[config.mk]
export PLATFORM = sky130hd
export DESIGN_NAME = burst_col_gen
export DESIGN_NICKNAME = d
export VERILOG_FILES = /design/src/rtl/bcg_pkg.sv /design/src/rtl/bcg_len_decode.sv /design/src/rtl/bcg_addr_calc.sv /design/src/rtl/burst_col_gen.sv
export SDC_FILE = /design/constraint.sdc
export NUM_CORES = 1
export LEC_CHECK = 0
export BUFFER_PORTS_ARGS = -buffer_cell sky130_fd_sc_hd__buf_2
export CORE_UTILIZATION = 45
export CTS_CLUSTER_SIZE = 28
export DETAILED_ROUTE_END_ITERATION = 8
export PLACE_DENSITY = 0.67
export SLEW_MARGIN = 20
export SYNTH_ARGS = -nofsm -noshare
export SYNTH_HDL_FRONTEND = slang
export SYNTH_SLANG_ARGS = --single-unit
[constraint.sdc]
create_clock -name clk -period 2.3 [get_ports clk]
set_clock_uncertainty 0.2 [all_clocks]
set_input_delay 0 -clock clk [delete_from_list [all_inputs] [get_ports clk]]
set_output_delay 0 -clock clk [all_outputs]
set_load 0.05 [all_outputs]
[src/rtl/bcg_pkg.sv]
package bcg_pkg;

    typedef enum logic [2:0] {
        BL_ONE  = 3'b000,
        BL_TWO  = 3'b001,
        BL_FOUR = 3'b010,
        BL_EIGHT= 3'b011,
        BL_PAGE = 3'b111
    } blen_e;

    localparam int LEN_CODE_W = 3;

endpackage

[src/rtl/bcg_len_decode.sv]
module bcg_len_decode
    import bcg_pkg::*;
#(
    parameter int COL_W = 8
) (
    input  logic [LEN_CODE_W-1:0] len_code,
    output logic [COL_W-1:0]      wrap_mask,
    output logic                  page_mode
);

    localparam logic [COL_W-1:0] ALL_ONES = {COL_W{1'b1}};

    always_comb begin
        wrap_mask = '0;
        page_mode = 1'b0;
        case (blen_e'(len_code))
            BL_TWO:   wrap_mask = COL_W'(1);
            BL_FOUR:  wrap_mask = COL_W'(3);
            BL_EIGHT: wrap_mask = COL_W'(7);
            BL_PAGE: begin
                wrap_mask = ALL_ONES;
                page_mode = 1'b1;
            end
            default:  wrap_mask = '0;
        endcase
    end

endmodule

[src/rtl/bcg_addr_calc.sv]
module bcg_addr_calc #(
    parameter int COL_W = 8
) (
    input  logic [COL_W-1:0] base_col,
    input  logic [COL_W-1:0] beat_num,
    input  logic [COL_W-1:0] wrap_mask,
    input  logic             xor_order,
    output logic [COL_W-1:0] col_out
);

    logic [COL_W-1:0] low_part;

    always_comb begin
        if (xor_order) begin
            low_part = base_col ^ beat_num;
        end else begin
            low_part = base_col + beat_num;
        end
        col_out = (base_col & ~wrap_mask) | (low_part & wrap_mask);
    end

endmodule

[src/rtl/burst_col_gen.sv]
module burst_col_gen
    import bcg_pkg::*;
#(
    parameter int COL_W  = 8,
    parameter int BANK_W = 2
) (
    input  logic                  clk,
    input  logic                  rst_n,
    input  logic                  start,
    input  logic [COL_W-1:0]      start_col,
    input  logic [BANK_W-1:0]     start_bank,
    input  logic [LEN_CODE_W-1:0] mode_len,
    input  logic                  mode_ilv,
    input  logic                  auto_pre,
    input  logic                  term,
    output logic                  col_valid,
    output logic [COL_W-1:0]      col_addr,
    output logic                  col_last,
    output logic                  pre_req,
    output logic [BANK_W-1:0]     pre_bank
);

    localparam logic [COL_W-1:0] BEAT_STEP = COL_W'(1);

    typedef struct packed {
        logic              busy;
        logic [COL_W-1:0]  base;
        logic [COL_W-1:0]  beat;
        logic [COL_W-1:0]  mask;
        logic              page;
        logic              xord;
        logic              apre;
        logic [BANK_W-1:0] bank;
        logic              pre;
    } gen_state_t;

    gen_state_t st_d, st_q;

    logic [COL_W-1:0] new_mask;
    logic             new_page;
    logic             final_beat;

    bcg_len_decode #(.COL_W(COL_W)) u_len (
        .len_code (mode_len),
        .wrap_mask(new_mask),
        .page_mode(new_page)
    );

    bcg_addr_calc #(.COL_W(COL_W)) u_calc (
        .base_col (st_q.base),
        .beat_num (st_q.beat),
        .wrap_mask(st_q.mask),
        .xor_order(st_q.xord),
        .col_out  (col_addr)
    );

    assign final_beat = st_q.busy && !st_q.page && (st_q.beat == st_q.mask);

    always_comb begin
        st_d     = st_q;
        st_d.pre = 1'b0;
        if (start) begin
            st_d.busy = 1'b1;
            st_d.base = start_col;
            st_d.beat = '0;
            st_d.mask = new_mask;
            st_d.page = new_page;
            st_d.xord = mode_ilv & ~new_page;
            st_d.apre = auto_pre;
            st_d.bank = start_bank;
        end else if (st_q.busy && (term || final_beat)) begin
            st_d.busy = 1'b0;
            st_d.pre  = st_q.apre;
        end else if (st_q.busy) begin
            st_d.beat = st_q.beat + BEAT_STEP;
        end
    end

    always_ff @(posedge clk or negedge rst_n) begin
        if (!rst_n) begin
            st_q <= '0;
        end else begin
            st_q <= st_d;
        end
    end

    assign col_valid = st_q.busy;
    assign col_last  = final_beat;
    assign pre_req   = st_q.pre;
    assign pre_bank  = st_q.bank;

endmodule

# Yosys cells after proc, flatten, opt, wreduce, memory -nomap -nowiden
# Cells that the tools add are included.
[totals] ff_bits=31 out_inout_bits=13 wordCells=42
[classes] n_addsub=2 n_eq_ne=6 n_mux=10 bitwise=7 n_reduce_logical=8
[ops] operator="8-bit two-way mux" count=4
[ops] operator="8-bit case mux with 4 select lines" count=1
[ops] operator="8-bit AND" count=2
[ops] operator="8-bit by 1-bit adder with 8-bit output, second input constant" count=1
[ops] operator="8-bit adder" count=1
[ops] operator="8-bit == test" count=1
[ops] operator="8-bit inverter" count=1
[ops] operator="8-bit bitwise OR" count=1
[ops] operator="8-bit XOR" count=1
[ops] operator="3-bit by 2-bit == test with 1-bit output, second input constant" count=2
[ops] operator="1-bit two-way mux" count=5
[ops] operator="2-bit nonzero test" count=2
[ops] operator="3-bit by 1-bit == test with 1-bit output, second input constant" count=1
[ops] operator="3-bit == test, second input constant" count=1
[ops] operator="1-bit logical AND" count=3
[ops] operator="2-bit inequality test, second input constant" count=1
[ops] operator="2-bit AND reduction" count=1
[ops] operator="1-bit AND" count=1
[ops] operator="1-bit zero test" count=1
[ops] operator="1-bit logical OR" count=1
[ops] operator="1-bit inverter" count=1

# Longest topological paths before layout
[logic_depth] depth_word=7 ltp_mapped=8 depth_no_buf=8

# By module
# A second synthesis with hierarchy kept.
[unflattened] hier_cells=179 area_unflattened_um2=1858.0
[by_module_without_submodules] mod="burst_col_gen" instances=1 cells_each=107 area_each_um2=1361.3 seq_area_each_um2=775.7
[by_module_without_submodules] mod="bcg_addr_calc" instances=1 cells_each=61 area_each_um2=420.4 seq_area_each_um2=0.0
[by_module_without_submodules] mod="bcg_len_decode" instances=1 cells_each=11 area_each_um2=76.3 seq_area_each_um2=0.0

# Worst setup path after synthesis
# Ideal clock, no wire load.
[synth_timing] path_kind="register to output" start="register st_q[14] (netlist bit)" end="output col_addr[4]" t_arrival_ns=2.285 required_time_ns=2.100 path_slack_ns=-0.185 stages_incl_launch_ff=8 path_buffers=0 path_cell_list="dfrtp_1 > ha_1 > inv_1 > fa_1 > nand2b_1 > a211oi_2 > xnor2_1 > a21oi_1"
[synth_between] elab_chain_cells=4
[synth_lines] item="start: declaration" line_no="burst_col_gen.sv:37" text="gen_state_t st_d, st_q;"
[synth_lines] item="start signal: assignment" line_no="burst_col_gen.sv:83" text="st_q <= st_d;"
[synth_lines] item="8-bit adder" line_no="bcg_addr_calc.sv:17" text="low_part = base_col + beat_num;"
[synth_lines] item="8-bit two-way mux" line_no="bcg_addr_calc.sv:14" text="if (xor_order) begin"
[synth_lines] item="8-bit AND" line_no="bcg_addr_calc.sv:19" text="col_out = (base_col & ~wrap_mask) | (low_part & wrap_mask);"
[synth_lines] item="8-bit bitwise OR" line_no="bcg_addr_calc.sv:19"
[synth_lines] item="end: declaration" line_no="burst_col_gen.sv:17" text="output logic [COL_W-1:0] col_addr,"
# Every way passes these cells.

# Final worst setup path
[layout_timing] start="register st_q[14] (netlist bit)" end="output col_addr[6]"
# The elaborated chain is that of the path after synthesis.

==> results_dict.tcl <==
set metrics [dict create \
    dpl.hpwl_um 2380 \
    powerDensity_mw_per_mm2 558 \
    drv_cap 0 \
    drc 0 \
    timing.final.crit_period_ns 2.63 \
    hold_class "primary input to async pin" \
    async_flop_share_pct 100 \
    numCtsBuffers 3 \
    area_growth_pct 46.2 \
    synth_edf_count 0 \
    synth_compound_area_share_pct 12.9 \
    fmax_mhz 380 \
    worstPathCellList "ha_2 -> inv_2 -> fa_2 -> nand2b_4 -> a211oi_4 -> a31oi_1 -> xnor2_1 -> mux2_4 -> buf_8" \
    period_share_pct 114 \
    hold_slack_ns -0.0412 \
    synth_top_cell_by_area "dfrtp_1" \
    die_area_mm2 0.00378 \
    ys_ff_latch 26 \
    grt_use_total_pct 21.4 \
    io_pins 32 \
    worst-path-buf-inv 2 \
    relSlewSlack_pct 60.4 \
    crit_family "adder cells" \
    final_cell_mix "dfrtp_1 (25), buf_2 (25), dlygate4sd3_1 (23)" \
    fp.dieH_um 61.5 \
    clk_latency_ns 0.34 \
    syn_avg_cell_area_um2 9.72 \
    antenna_found_initial 0 \
    final_area_mm2 0.00233 \
    total_power_w 0.00130 \
    drtIter0Drc 41 \
    wirelength_um 3650 \
    synthTopCellsByArea "dfrtp_1 (41%), mux2_2 (8.5%), ha_1 (6.3%)" \
    drv_slew 0 \
    synth-simple-area-share_pct 16.6 \
    nets 259 \
    synthAdderAreaFrac_pct 7.54 \
    yosys_warnings 0 \
    num_rows 21 \
    cpPeakStageDelay_ns 0.40 \
    path_class "register to output port" \
    cts_root_buf "clkbuf_4" \
    ant_nets 0 \
    synth-xor-area-share_pct 7.69 \
    syn_area_mm2 0.00159 \
    ys.flop_type "dfrtp_1" \
    die-width_um 61.5 \
    ff2ff_setup_slack_ns 0.43 \
    synth-seq-area-share_pct 40.8 \
    synth_top_area_share_pct 40.8 \
    setup_ws_ns -0.333 \
    routabilityCongestion 0.845 \
    overflow 0 \
    postLayoutCoreUtil_pct 69.3 \
    peakVddDrop_v 0.000317 \
    h-tree-depth 1 \
    worstSetupStartpointType "register" \
    core_mm2 0.00336 \
    synthCells 164 \
    rsz0062_at_grt "true" \
    status "finished, violations left" \
    firstDrtPassIters 4 \
    worstPathRequired_ns 2.10 \
    r2r_cells 6 \
    r2r-start "st_q[17]" \
    crit_path_top_delay_cell "dfrtp_1" \
    routedWlPerCell_um 13.2 \
    end_kind "output port" \
    yosys.cell_types.count 41 \
    cts.reportedPaths.clkPinSlew_ns 0.15 \
    grt_max_degree 32 \
    diodes 0 \
    grt_pass1_wl_um 5820 \
    total_leakage_power_nw 1.06 \
    vias_per_cell 5.02 \
    fillers 268 \
    violations "hold timing, setup timing" \
    hold_viol 26 \
    grt_pass1_vias 1352 \
    dp_slack_ns 0.00229 \
    dpl_cell_area_mm2 0.00185 \
    vias 1386 \
    io_buffers 31 \
    synthMuxAreaShare_pct 9.73 \
    crit_fanout 2 \
    synth_top_family_by_area "simple AND/OR/NAND/NOR gates" \
    cts_tree "yes" \
    worst_slew_pin_slew_ns 0.595 \
    clockBufferDepth 2 \
    r2r-end "st_q[15]" \
    synthesis.nets 192 \
    initial_core_util_pct 47.4 \
    setup_viol 4 \
    cts_num_sinks 26 \
    cp.arrival_ns 2.43 \
    drive_gt1_share_pct 37.0 \
]
-- where the power goes --
part | total, W | leakage, nW | internal (W) | switching, W
logic | 0.000452 | 0.703 | 0.000198 | 0.000254
clock network | 0.000323 | 0.0279 | 0.000177 | 0.000147
registers | 0.000525 | 0.327 | 0.000491 | 0.0000341
-- layout make-up --
cell class / count / area [µm²] / area share (%)
clock buffer: 3 / 22.5 / 0.966
clock inverter: 1 / 30.0 / 1.29
inverter: 10 / 37.5 / 1.61
multi-input combinational: 121 / 996 / 42.7
sequential: 26 / 652 / 28.0
tap: 46 / 57.6 / 2.47
timing repair buffer: 69 / 536 / 23.0
-- how the worst max path moves through the flow --
stage,from,end,cells past startpoint,slack (ns)
after CTS,st_q[14],col_addr[6],9,-0.32
after global routing,st_q[22],col_addr[6],9,-0.42
after floorplan,st_q[14],col_addr[6],8,0.06
after global placement,st_q[22],col_addr[6],9,0.05
final,st_q[14],col_addr[6],9,-0.33
after detailed placement,st_q[22],col_addr[6],9,0.002
-- timing repair --
item,in CTS,in global routing
hold endpoints to repair,51,0
gates resized for setup,23,12
setup endpoints to repair,4,6
setup buffers,6,1
hold buffers,23,0
pin swaps,13,12
-- cells by family after synthesis --
logic type / after synthesis
simple gates: 52
fa+ha+maj: 9
mux: 14
buf+inv: 17
xor+xnor: 14
flops: 26
compound gates: 32
-- synth_stat cells, drive strengths merged (4+ instances only) --
cell type and instances:
nand3 6, nor2 20, buf 5, xor2 5, a21oi 8, xnor2 9, mux2 12, nand2b 4
dfrtp 26, ha 8, nand2 9, o21ai 12, inv 10
-- layer usage --
metal | up-vias | global-route usage, % | part of all wire [%]
met2 | 29 | 37.5 | 50
met4 | 0 | 11.7 | 3.3
met1 | 646 | 24.8 | 44
met5 | - | 0 | 0
met3 | 10 | 3.36 | 3.0
li1 | 701 | - | -
-- sequential cells by signal, indices dropped and copies added, names as in the netlist --
signal	count
st_q	22
pre_bank	2
col_valid	1
pre_req	1
-- stage by stage --
stage / cells / hold slack [ns] / TNS, ns
after detailed placement: 242 / -0.155 / 0
final: 276 / -0.0412 / -0.789
after global placement: 242 / -0.164 / 0
after global routing: 276 / 0.0337 / -1.28
after floorplan: 164 / -0.496 / 0
after CTS: 275 / 0.00297 / -0.526
Power figures use the tool's default switching activity.
